**config.mk**
```make
export PLATFORM = sky130hd
export DESIGN_NAME = irq_agg_top
export DESIGN_NICKNAME = d
export VERILOG_FILES = /design/src/rtl/irq_agg_pkg.sv /design/src/rtl/irq_agg_bitreg.sv /design/src/rtl/irq_agg_gate.sv /design/src/rtl/irq_agg_regif.sv /design/src/rtl/irq_agg_top.sv
export SDC_FILE = /design/constraint.sdc
export NUM_CORES = 1
export LEC_CHECK = 0
export BUFFER_PORTS_ARGS = -buffer_cell sky130_fd_sc_hd__buf_2
export CORE_UTILIZATION = 35
export CTS_CLUSTER_SIZE = 16
export DETAILED_ROUTE_END_ITERATION = 8
export GPL_ROUTABILITY_DRIVEN = 1
export PLACE_DENSITY = 0.7
export SLEW_MARGIN = 20
export SYNTH_ARGS = -nofsm -noshare
export SYNTH_HDL_FRONTEND = slang
export SYNTH_SLANG_ARGS = --single-unit
export TNS_END_PERCENT = 100
```
**constraint.sdc**
```tcl
create_clock -name clk -period 1.8 [get_ports clk]
set_input_delay 0.36 -clock clk [delete_from_list [all_inputs] [get_ports clk]]
set_output_delay 0.36 -clock clk [all_outputs]
set_load 0.01 [all_outputs]
```
**src/rtl/irq_agg_pkg.sv**
```systemverilog
package irq_agg_pkg;
  localparam int DW       = 32;
  localparam int AW       = 8;
  localparam int TX_N     = 5;
  localparam int TX_LSB   = 0;
  localparam int RX_N     = 4;
  localparam int RX_LSB   = 9;
  localparam int CORE_N   = 9;
  localparam int CORE_LSB = 16;

  localparam logic [AW-1:0] OFS_REV   = 8'h00;
  localparam logic [AW-1:0] OFS_CTRL  = 8'h04;
  localparam logic [AW-1:0] OFS_STAT  = 8'h08;
  localparam logic [AW-1:0] OFS_RAW   = 8'h20;
  localparam logic [AW-1:0] OFS_SSET  = 8'h24;
  localparam logic [AW-1:0] OFS_SCLR  = 8'h28;
  localparam logic [AW-1:0] OFS_MASK  = 8'h2c;
  localparam logic [AW-1:0] OFS_MSET  = 8'h30;
  localparam logic [AW-1:0] OFS_MCLR  = 8'h34;
  localparam logic [AW-1:0] OFS_MSKD  = 8'h38;
  localparam logic [AW-1:0] OFS_EOI   = 8'h3c;

  function automatic logic [DW-1:0] field_mask(input int lsb, input int n);
    logic [DW-1:0] m;
    m = '0;
    for (int i = 0; i < n; i++) m[lsb+i] = 1'b1;
    return m;
  endfunction

  localparam logic [DW-1:0] SRC_KEEP = field_mask(TX_LSB, TX_N) |
                                       field_mask(RX_LSB, RX_N) |
                                       field_mask(CORE_LSB, CORE_N);

  typedef struct packed {
    logic [DW-1:0] src_set;
    logic [DW-1:0] src_clr;
    logic [DW-1:0] msk_set;
    logic [DW-1:0] msk_clr;
    logic          eoi;
  } wr_strobe_t;
endpackage

```
**src/rtl/irq_agg_bitreg.sv**
```systemverilog
module irq_agg_bitreg #(
  parameter int             W    = 32,
  parameter logic [W-1:0]   KEEP = '1
) (
  input  logic         clk,
  input  logic         rst_n,
  input  logic         flush,
  input  logic [W-1:0] set_v,
  input  logic [W-1:0] clr_v,
  input  logic [W-1:0] hw_v,
  output logic [W-1:0] q
);
  for (genvar i = 0; i < W; i++) begin : g_bit
    if (KEEP[i]) begin : g_live
      logic bit_d, bit_q;
      always_comb begin
        bit_d = bit_q;
        if (flush)                          bit_d = 1'b0;
        else if (set_v[i] || hw_v[i])       bit_d = 1'b1;
        else if (clr_v[i])                  bit_d = 1'b0;
      end
      always_ff @(posedge clk or negedge rst_n) begin
        if (!rst_n) bit_q <= 1'b0;
        else        bit_q <= bit_d;
      end
      assign q[i] = bit_q;
    end else begin : g_tie
      assign q[i] = 1'b0;
    end
  end

  assert_clear_R3: assert property (@(posedge clk) disable iff (!rst_n)
    (!flush && (|clr_v)) |=> ((q & $past(clr_v & ~set_v & ~hw_v)) == '0));
  assert_hw_wins_R3: assert property (@(posedge clk) disable iff (!rst_n)
    (!flush && (|(hw_v & KEEP))) |=> ((q & $past(hw_v & KEEP)) == $past(hw_v & KEEP)));
  assert_set_R2: assert property (@(posedge clk) disable iff (!rst_n)
    (!flush && (|(set_v & KEEP))) |=> ((q & $past(set_v & KEEP)) == $past(set_v & KEEP)));
  assert_flush_R7: assert property (@(posedge clk) disable iff (!rst_n)
    flush |=> (q == '0));
endmodule

```
**src/rtl/irq_agg_gate.sv**
```systemverilog
module irq_agg_gate (
  input  logic clk,
  input  logic rst_n,
  input  logic flush,
  input  logic eoi,
  input  logic pend,
  output logic irq
);
  logic armed_q, armed_d;

  assign irq = armed_q & pend;

  always_comb begin
    armed_d = armed_q;
    if (flush)    armed_d = 1'b1;
    else if (eoi) armed_d = 1'b1;
    else if (irq) armed_d = 1'b0;
  end

  always_ff @(posedge clk or negedge rst_n) begin
    if (!rst_n) armed_q <= 1'b1;
    else        armed_q <= armed_d;
  end

  assert_quiet_until_eoi_R6: assert property (@(posedge clk) disable iff (!rst_n)
    (irq && !eoi && !flush) |=> !irq);
  assert_stays_quiet_R6: assert property (@(posedge clk) disable iff (!rst_n)
    (!armed_q && !eoi && !flush) |=> !irq);
  assert_eoi_rearm_R6: assert property (@(posedge clk) disable iff (!rst_n)
    (eoi || flush) |=> armed_q);
endmodule

```
**src/rtl/irq_agg_regif.sv**
```systemverilog
module irq_agg_regif
  import irq_agg_pkg::*;
#(
  parameter logic [DW-1:0] REV_ID = 32'h4E10_0201
) (
  input  logic          clk,
  input  logic          rst_n,
  input  logic          bus_wr,
  input  logic [AW-1:0] bus_addr,
  input  logic [DW-1:0] bus_wdata,
  input  logic [DW-1:0] src_q,
  input  logic [DW-1:0] msk_q,
  input  logic          vbus_drv,
  output logic [DW-1:0] bus_rdata,
  output logic          soft_q,
  output wr_strobe_t    stb
);
  logic soft_d;
  logic wr_ok;

  assign wr_ok  = bus_wr & ~soft_q;
  assign soft_d = wr_ok & (bus_addr == OFS_CTRL) & bus_wdata[0];

  always_ff @(posedge clk or negedge rst_n) begin
    if (!rst_n) soft_q <= 1'b0;
    else        soft_q <= soft_d;
  end

  always_comb begin
    stb         = '0;
    if (wr_ok) begin
      if (bus_addr == OFS_SSET) stb.src_set = bus_wdata & SRC_KEEP;
      if (bus_addr == OFS_SCLR) stb.src_clr = bus_wdata & SRC_KEEP;
      if (bus_addr == OFS_MSET) stb.msk_set = bus_wdata & SRC_KEEP;
      if (bus_addr == OFS_MCLR) stb.msk_clr = bus_wdata & SRC_KEEP;
      if (bus_addr == OFS_EOI)  stb.eoi     = 1'b1;
    end
  end

  always_comb begin
    bus_rdata = '0;
    case (bus_addr)
      OFS_REV:  bus_rdata = REV_ID;
      OFS_CTRL: bus_rdata[0] = soft_q;
      OFS_STAT: bus_rdata[0] = vbus_drv;
      OFS_RAW:  bus_rdata = src_q;
      OFS_MASK: bus_rdata = msk_q;
      OFS_MSKD: bus_rdata = src_q & msk_q;
      default:  bus_rdata = '0;
    endcase
  end

  assert_soft_selfclear_R7: assert property (@(posedge clk) disable iff (!rst_n)
    soft_q |=> !soft_q);
  assert_rev_nonzero_R8: assert property (@(posedge clk) disable iff (!rst_n)
    (bus_addr == OFS_REV) |-> (bus_rdata != '0));
endmodule

```
**src/rtl/irq_agg_top.sv**
```systemverilog
module irq_agg_top
  import irq_agg_pkg::*;
#(
  parameter logic [31:0] REV_ID = 32'h4E10_0201
) (
  input  logic        clk,
  input  logic        rst_n,
  input  logic        bus_wr,
  input  logic [7:0]  bus_addr,
  input  logic [31:0] bus_wdata,
  output logic [31:0] bus_rdata,
  input  logic [4:0]  tx_evt,
  input  logic [3:0]  rx_evt,
  input  logic [8:0]  core_evt,
  input  logic        vbus_drv,
  output logic        irq_out
);
  logic [DW-1:0] src_q, msk_q, hw_vec;
  logic          soft_q;
  wr_strobe_t    stb;

  always_comb begin
    hw_vec = '0;
    hw_vec[TX_LSB   +: TX_N]   = tx_evt;
    hw_vec[RX_LSB   +: RX_N]   = rx_evt;
    hw_vec[CORE_LSB +: CORE_N] = core_evt;
  end

  irq_agg_regif #(.REV_ID(REV_ID)) u_regif (
    .clk(clk), .rst_n(rst_n), .bus_wr(bus_wr), .bus_addr(bus_addr),
    .bus_wdata(bus_wdata), .src_q(src_q), .msk_q(msk_q), .vbus_drv(vbus_drv),
    .bus_rdata(bus_rdata), .soft_q(soft_q), .stb(stb)
  );

  irq_agg_bitreg #(.W(DW), .KEEP(SRC_KEEP)) u_src (
    .clk(clk), .rst_n(rst_n), .flush(soft_q), .set_v(stb.src_set),
    .clr_v(stb.src_clr), .hw_v(hw_vec), .q(src_q)
  );

  irq_agg_bitreg #(.W(DW), .KEEP(SRC_KEEP)) u_msk (
    .clk(clk), .rst_n(rst_n), .flush(soft_q), .set_v(stb.msk_set),
    .clr_v(stb.msk_clr), .hw_v({DW{1'b0}}), .q(msk_q)
  );

  irq_agg_gate u_gate (
    .clk(clk), .rst_n(rst_n), .flush(soft_q), .eoi(stb.eoi),
    .pend(|(src_q & msk_q)), .irq(irq_out)
  );

  assert_unused_bits_R1: assert property (@(posedge clk) disable iff (!rst_n)
    ((src_q | msk_q) & ~SRC_KEEP) == '0);
  assert_irq_needs_pend_R6: assert property (@(posedge clk) disable iff (!rst_n)
    irq_out |-> (|(src_q & msk_q)));
endmodule

```
* Yosys cells after proc, flatten, opt, wreduce, memory -nomap -nowiden *
Cells that the tools add are included.

operators by class
  mux-type cells = 119
  reductions and logical operators = 57
  bitwise logic cells = 6
  equality and inequality tests = 10

operator list
  cell                  number
  $pmux W31 S4          1
  $mux W122             1
  $mux W1               112
  $reduce_bool A3 Y1    37
  $mux W25              4
  $eq A8 B6 Y1 const B  8
  $reduce_or A32 Y1     1
  $and A25 B25 Y25      1
  $logic_or A1 B1 Y1    18
  $eq A8 B3 Y1 const B  1
  $eq A8 B4 Y1 const B  1
  $logic_not A8 Y1      1
  $pmux W1 S6           1
  $and A1 B1 Y1         4
  $not A1 Y1            1

storage, ports and cells
  input port bits = 62
  output and inout bits = 33
  flip-flop bits (word level) = 38
  word-level logic and storage cells = 230

* Depth between registers and ports, before layout *
  depth in word-level cells = 6
  mapped depth = 7
  depth with buffers taken out = 4

* Hierarchy *
A second synthesis with hierarchy kept.

second synthesis, totals
  cells, all modules = 521
  area, all modules = 4101.4 µm²

modules (own cells, without submodules)
  module          instances  seq. area each (µm²)  area each (µm²)  cells each
  irq_agg_bitreg  2          450.4                 1033.5           107
  irq_agg_regif   1          25.0                  1826.8           280
  irq_agg_top     1          0.0                   161.4            22
  irq_agg_gate    1          26.3                  46.3             5

* Worst setup path before layout *
Ideal clock, no wire load.

  path type = input -> output
  from = in bus_addr[4]
  to = out bus_rdata[20]
  arrival time = 1.467 ns
  buffers on the path = 0
  stages = 4
  slack = -0.027 ns
  cell sequence = or4_1 > nor3_2 > a21oi_1 > o211ai_1

on the way
  longest elaborated chain between the ends = 2
  elaborated cells on any way between the ends = 5

RTL lines
  item                                              line                 source
  start: declaration                                irq_agg_top.sv:9     input logic [7:0] bus_addr,
  $eq A8 B6 Y1 or $logic_not A8 Y1 (tied branches)  irq_agg_regif.sv:42  case (bus_addr)
  $pmux W31 S4 *                                    irq_agg_regif.sv:42
  end: declaration                                  irq_agg_top.sv:11    output logic [31:0] bus_rdata,

Every way passes the cells marked *; elsewhere a longest branch is shown, timed or not.

* Worst setup path in the final report *
  from = in bus_addr[6]
  to = out bus_rdata[22]

The elaborated chain is that of the path after synthesis.

==> metrics.md <==
| Metric | Value |
|---|---|
| R2r endpoint | `u_src.g_bit[17].g_live.bit_q` |
| Internal power | `1.29 mW` |
| Synthesized flop and latch total | `38` |
| Starting Density | `36.1%` |
| Gr usage total | `21.1%` |
| Leading cell type in the layout, fill and taps excluded | `buf_2` |
| Clock Tree Buf Depth | `2` |
| Worst r2r src | `u_regif.soft_q` |
| CP max stage cell | `and4_4` |
| Vias in the first global route | `2578` |
| Logic pwr share | `17.7%` |
| Reg2Reg Depth | `4` |
| Switching power | `0.474 mW` |
| Multi-input gate area | `1310 um2` |
| Critical Path RT | `1.44 ns` |
| Rows | `30` |
| Worst EP arrival | `1.61 ns` |
| Post-layout min period | `1.97 ns` |
| Final ANT Viol Nets | `0` |
| Final HPWL DP | `5220 um` |
| Maximum operating frequency | `507 MHz` |
| Setup TNS | `-2.32 ns` |
| Area grow syn2layout | `33.0%` |
| CP bufs+invs | `3` |
| Synth warn | `0` |
| Sink Count | `38` |
| DR vias | `2621` |
| Hold-fix buffers at CTS | `0` |
| Clk slew on worst S/H paths | `0.08 ns` |
| Finished Layout Cells | `470` |
| Switch share | `26.8%` |
| Delay of the slowest cell on the worst path | `0.34 ns` |
| Die width | `85.7 um` |
| Final Hold Fails | `0` |
| Finished Cell Area | `3260 um2` |
| Startpoint Class | `input port` |
| Root Buffer | `clkbuf_8` |
| Worst Max-Slew Pin Slew | `0.503 ns` |
| Port bufs | `70` |
| Violated checks | `negative setup slack` |
| Final period util | `110%` |
| Mapped Area | `2450 um2` |
| DR pass1 iterations | `6` |
| Final Max Tran Viols | `0` |
| N_diodes | `0` |
| Slew margin rel. | `66.5%` |
| Crit-path max FO | `9` |
| Placed cell areas | `2980 um2` |
| Synth Area per Inst | `8.76 um2` |
| Die H | `85.7 um` |
| H-tree depth | `2` |
| Gpl congestion | `0.805` |
| Post-Syn Instances | `280` |
| Setup CP Type | `in2out` |
| Layout cells sized above 1 | `36.9%` |
| Num CTS Buffers | `5` |
| Grt ovf | `0` |
| Initial drt markers | `251` |
| Fillers | `644` |
| Reg2reg setup slack | `0.33 ns` |
| Seq pwr share | `50.5%` |
| Initial antenna violation count | `0` |
| Post-route setup slack | `-0.173 ns` |
| VDD IR-drop max | `0.000381 V` |
| First-pass GRT wire length | `12100 um` |
| Clk_skew | `0.00830 ns` |
| Hold Path Class | `in2async` |
| Setup-failing EPs final | `22` |
| Distinct cells, synth | `39` |
| RSZ-0062 raised after global routing | `yes` |
| Critical path depth | `7` |
| Core area | `6790 um2` |
| CP Cell Sequence | `buf_8 -> nor4b_4 -> and4_4 -> buf_12 -> a21oi_1 -> o21ai_1 -> buf_2` |
| Drc violations | `0` |
| Die ar. | `7350 um2` |
| Critical Path Source | `bus_addr[6]` |
| CTS tree | `done` |
| CP top delay family | `simple AND/OR/NAND/NOR gates` |
| Max-cap viol count | `0` |
| Total routed wirelength | `7620 um` |
| Clk pwr share | `31.8%` |
| Layout Nets | `435` |
| Worst setup endpoint | `bus_rdata[22]` |
| Vias/cell | `5.58` |
| Register area | `952 um2` |
| Status | `finished, violations left` |
| Post-Place Worst Slack | `-0.238 ns` |
| Power per cell area | `542 nW/um2` |
| Leakage power | `1.36 nW` |
| Ports | `95` |
| Cell Count Post-Placement | `451` |
| Part of the Yosys area used for sequential elements | `38.8%` |
| Routed length per placed instance | `16.2 um` |
| Most frequent cells in the layout | `buf_2 (62), dfrtp_1 (37), nand2_1 (36)` |
| Largest net degree at the start of global routing | `39` |
| Clk_lat worst skew | `0.29 ns` |
| Crit end category | `primary output` |
## worst min-delay path by stage
stage | startpoint | end | cells past startpoint
3_3_place_gp | rst_n | u_src.g_bit[21].g_live.bit_q | 2
2_1_floorplan | rst_n | u_msk.g_bit[0].g_live.bit_q | 0
5_1_grt | rst_n | u_msk.g_bit[23].g_live.bit_q | 2
3_5_place_dp | rst_n | u_src.g_bit[23].g_live.bit_q | 2
6_report | rst_n | u_src.g_bit[21].g_live.bit_q | 2
4_1_cts | rst_n | u_src.g_bit[23].g_live.bit_q | 2
## flip-flops by register name, indices dropped and copies added (netlist names)
name                      flops
u_msk.g_bit.g_live.bit_q     18
u_src.g_bit.g_live.bit_q     18
u_regif.soft_q                1
u_gate.armed_q                1
## power groups by stage
stage	Sequential, mW	Combinational (mW)	Clock, mW
floorplan	0.903	0.142	0
global placement	0.906	0.258	0
detailed placement	0.907	0.265	0
CTS	0.891	0.292	0.571
global route	0.894	0.345	0.614
finish	0.892	0.312	0.562
## timing repair
action / CTS / global route
pin swaps: 15 / 7
setup buffers: 5 / 5
gates cloned: 1 / 0
endpoints found under the hold margin: 0 / 0
setup endpoints to repair: 22 / 22
resized for setup: 16 / 13
## cell usage after synthesis, drive strengths merged
library cell / instances / area share, %
a21boi: 1 / 0.31
a21oi: 25 / 5.1
a221o: 12 / 4.9
a221oi: 1 / 0.36
a31o: 1 / 0.36
a31oi: 1 / 0.26
and2: 1 / 0.26
and3: 1 / 0.26
and4: 1 / 0.36
and4bb: 1 / 0.66
buf: 30 / 9.5
clkbuf: 4 / 0.66
conb: 1 / 0.15
dfrtp: 37 / 38
dfstp: 1 / 1.1
inv: 6 / 0.92
mux2i: 1 / 0.41
nand2: 41 / 6.3
nand3: 3 / 1.1
nand4: 24 / 6.7
nor2: 15 / 2.4
nor2b: 2 / 0.51
nor3: 4 / 1.5
nor4: 1 / 0.26
nor4b: 2 / 1.9
o211ai: 20 / 6.1
o21ai: 23 / 4.7
o22ai: 18 / 4.6
or3: 1 / 0.26
or4: 1 / 0.31
## cells by family after synthesis
group | Yosys count | share of synthesized area, %
flops | 38 | 38.8
buf+inv | 40 | 11.1
mux | 1 | 0.408
compound gates | 102 | 26.7
simple gates | 98 | 22.8
other cells | 1 | 0.153
## stage by stage
step                      power (mW)  hold slack (ns)  utilization [%]
after floorplan                 1.04           0.0644                -
after global placement          1.16            0.443             43.8
after detailed placement        1.17            0.442             43.8
after CTS                       1.75            0.126             46.8
after global routing            1.85            0.152             48.0
final                           1.77            0.107             48.0
## layout make-up
| cell class | count | share of cell area (%) |
|---|---|---|
| clock buffer | 8 | 2.45 |
| inverter | 6 | 0.690 |
| multi-input combinational | 211 | 40.0 |
| sequential | 38 | 29.2 |
| tap | 96 | 3.68 |
| timing repair buffer | 111 | 23.9 |
## worst reg2reg max path: stages (launching register included)
cell	delay [ns]
dfrtp_1	0.42
inv_1	0.12
buf_4	0.22
nand4_4	0.33
o22ai_1	0.29
## layer usage
layer  track usage (%)  share of wire [%]  up-vias
met5                 0                  0        -
met4              6.67                1.7        0
met3              4.33                6.5       13
met2              35.3                 50      110
met1              27.6                 42     1268
li1                  -                  -     1230
Power figures use the tool's default switching activity.
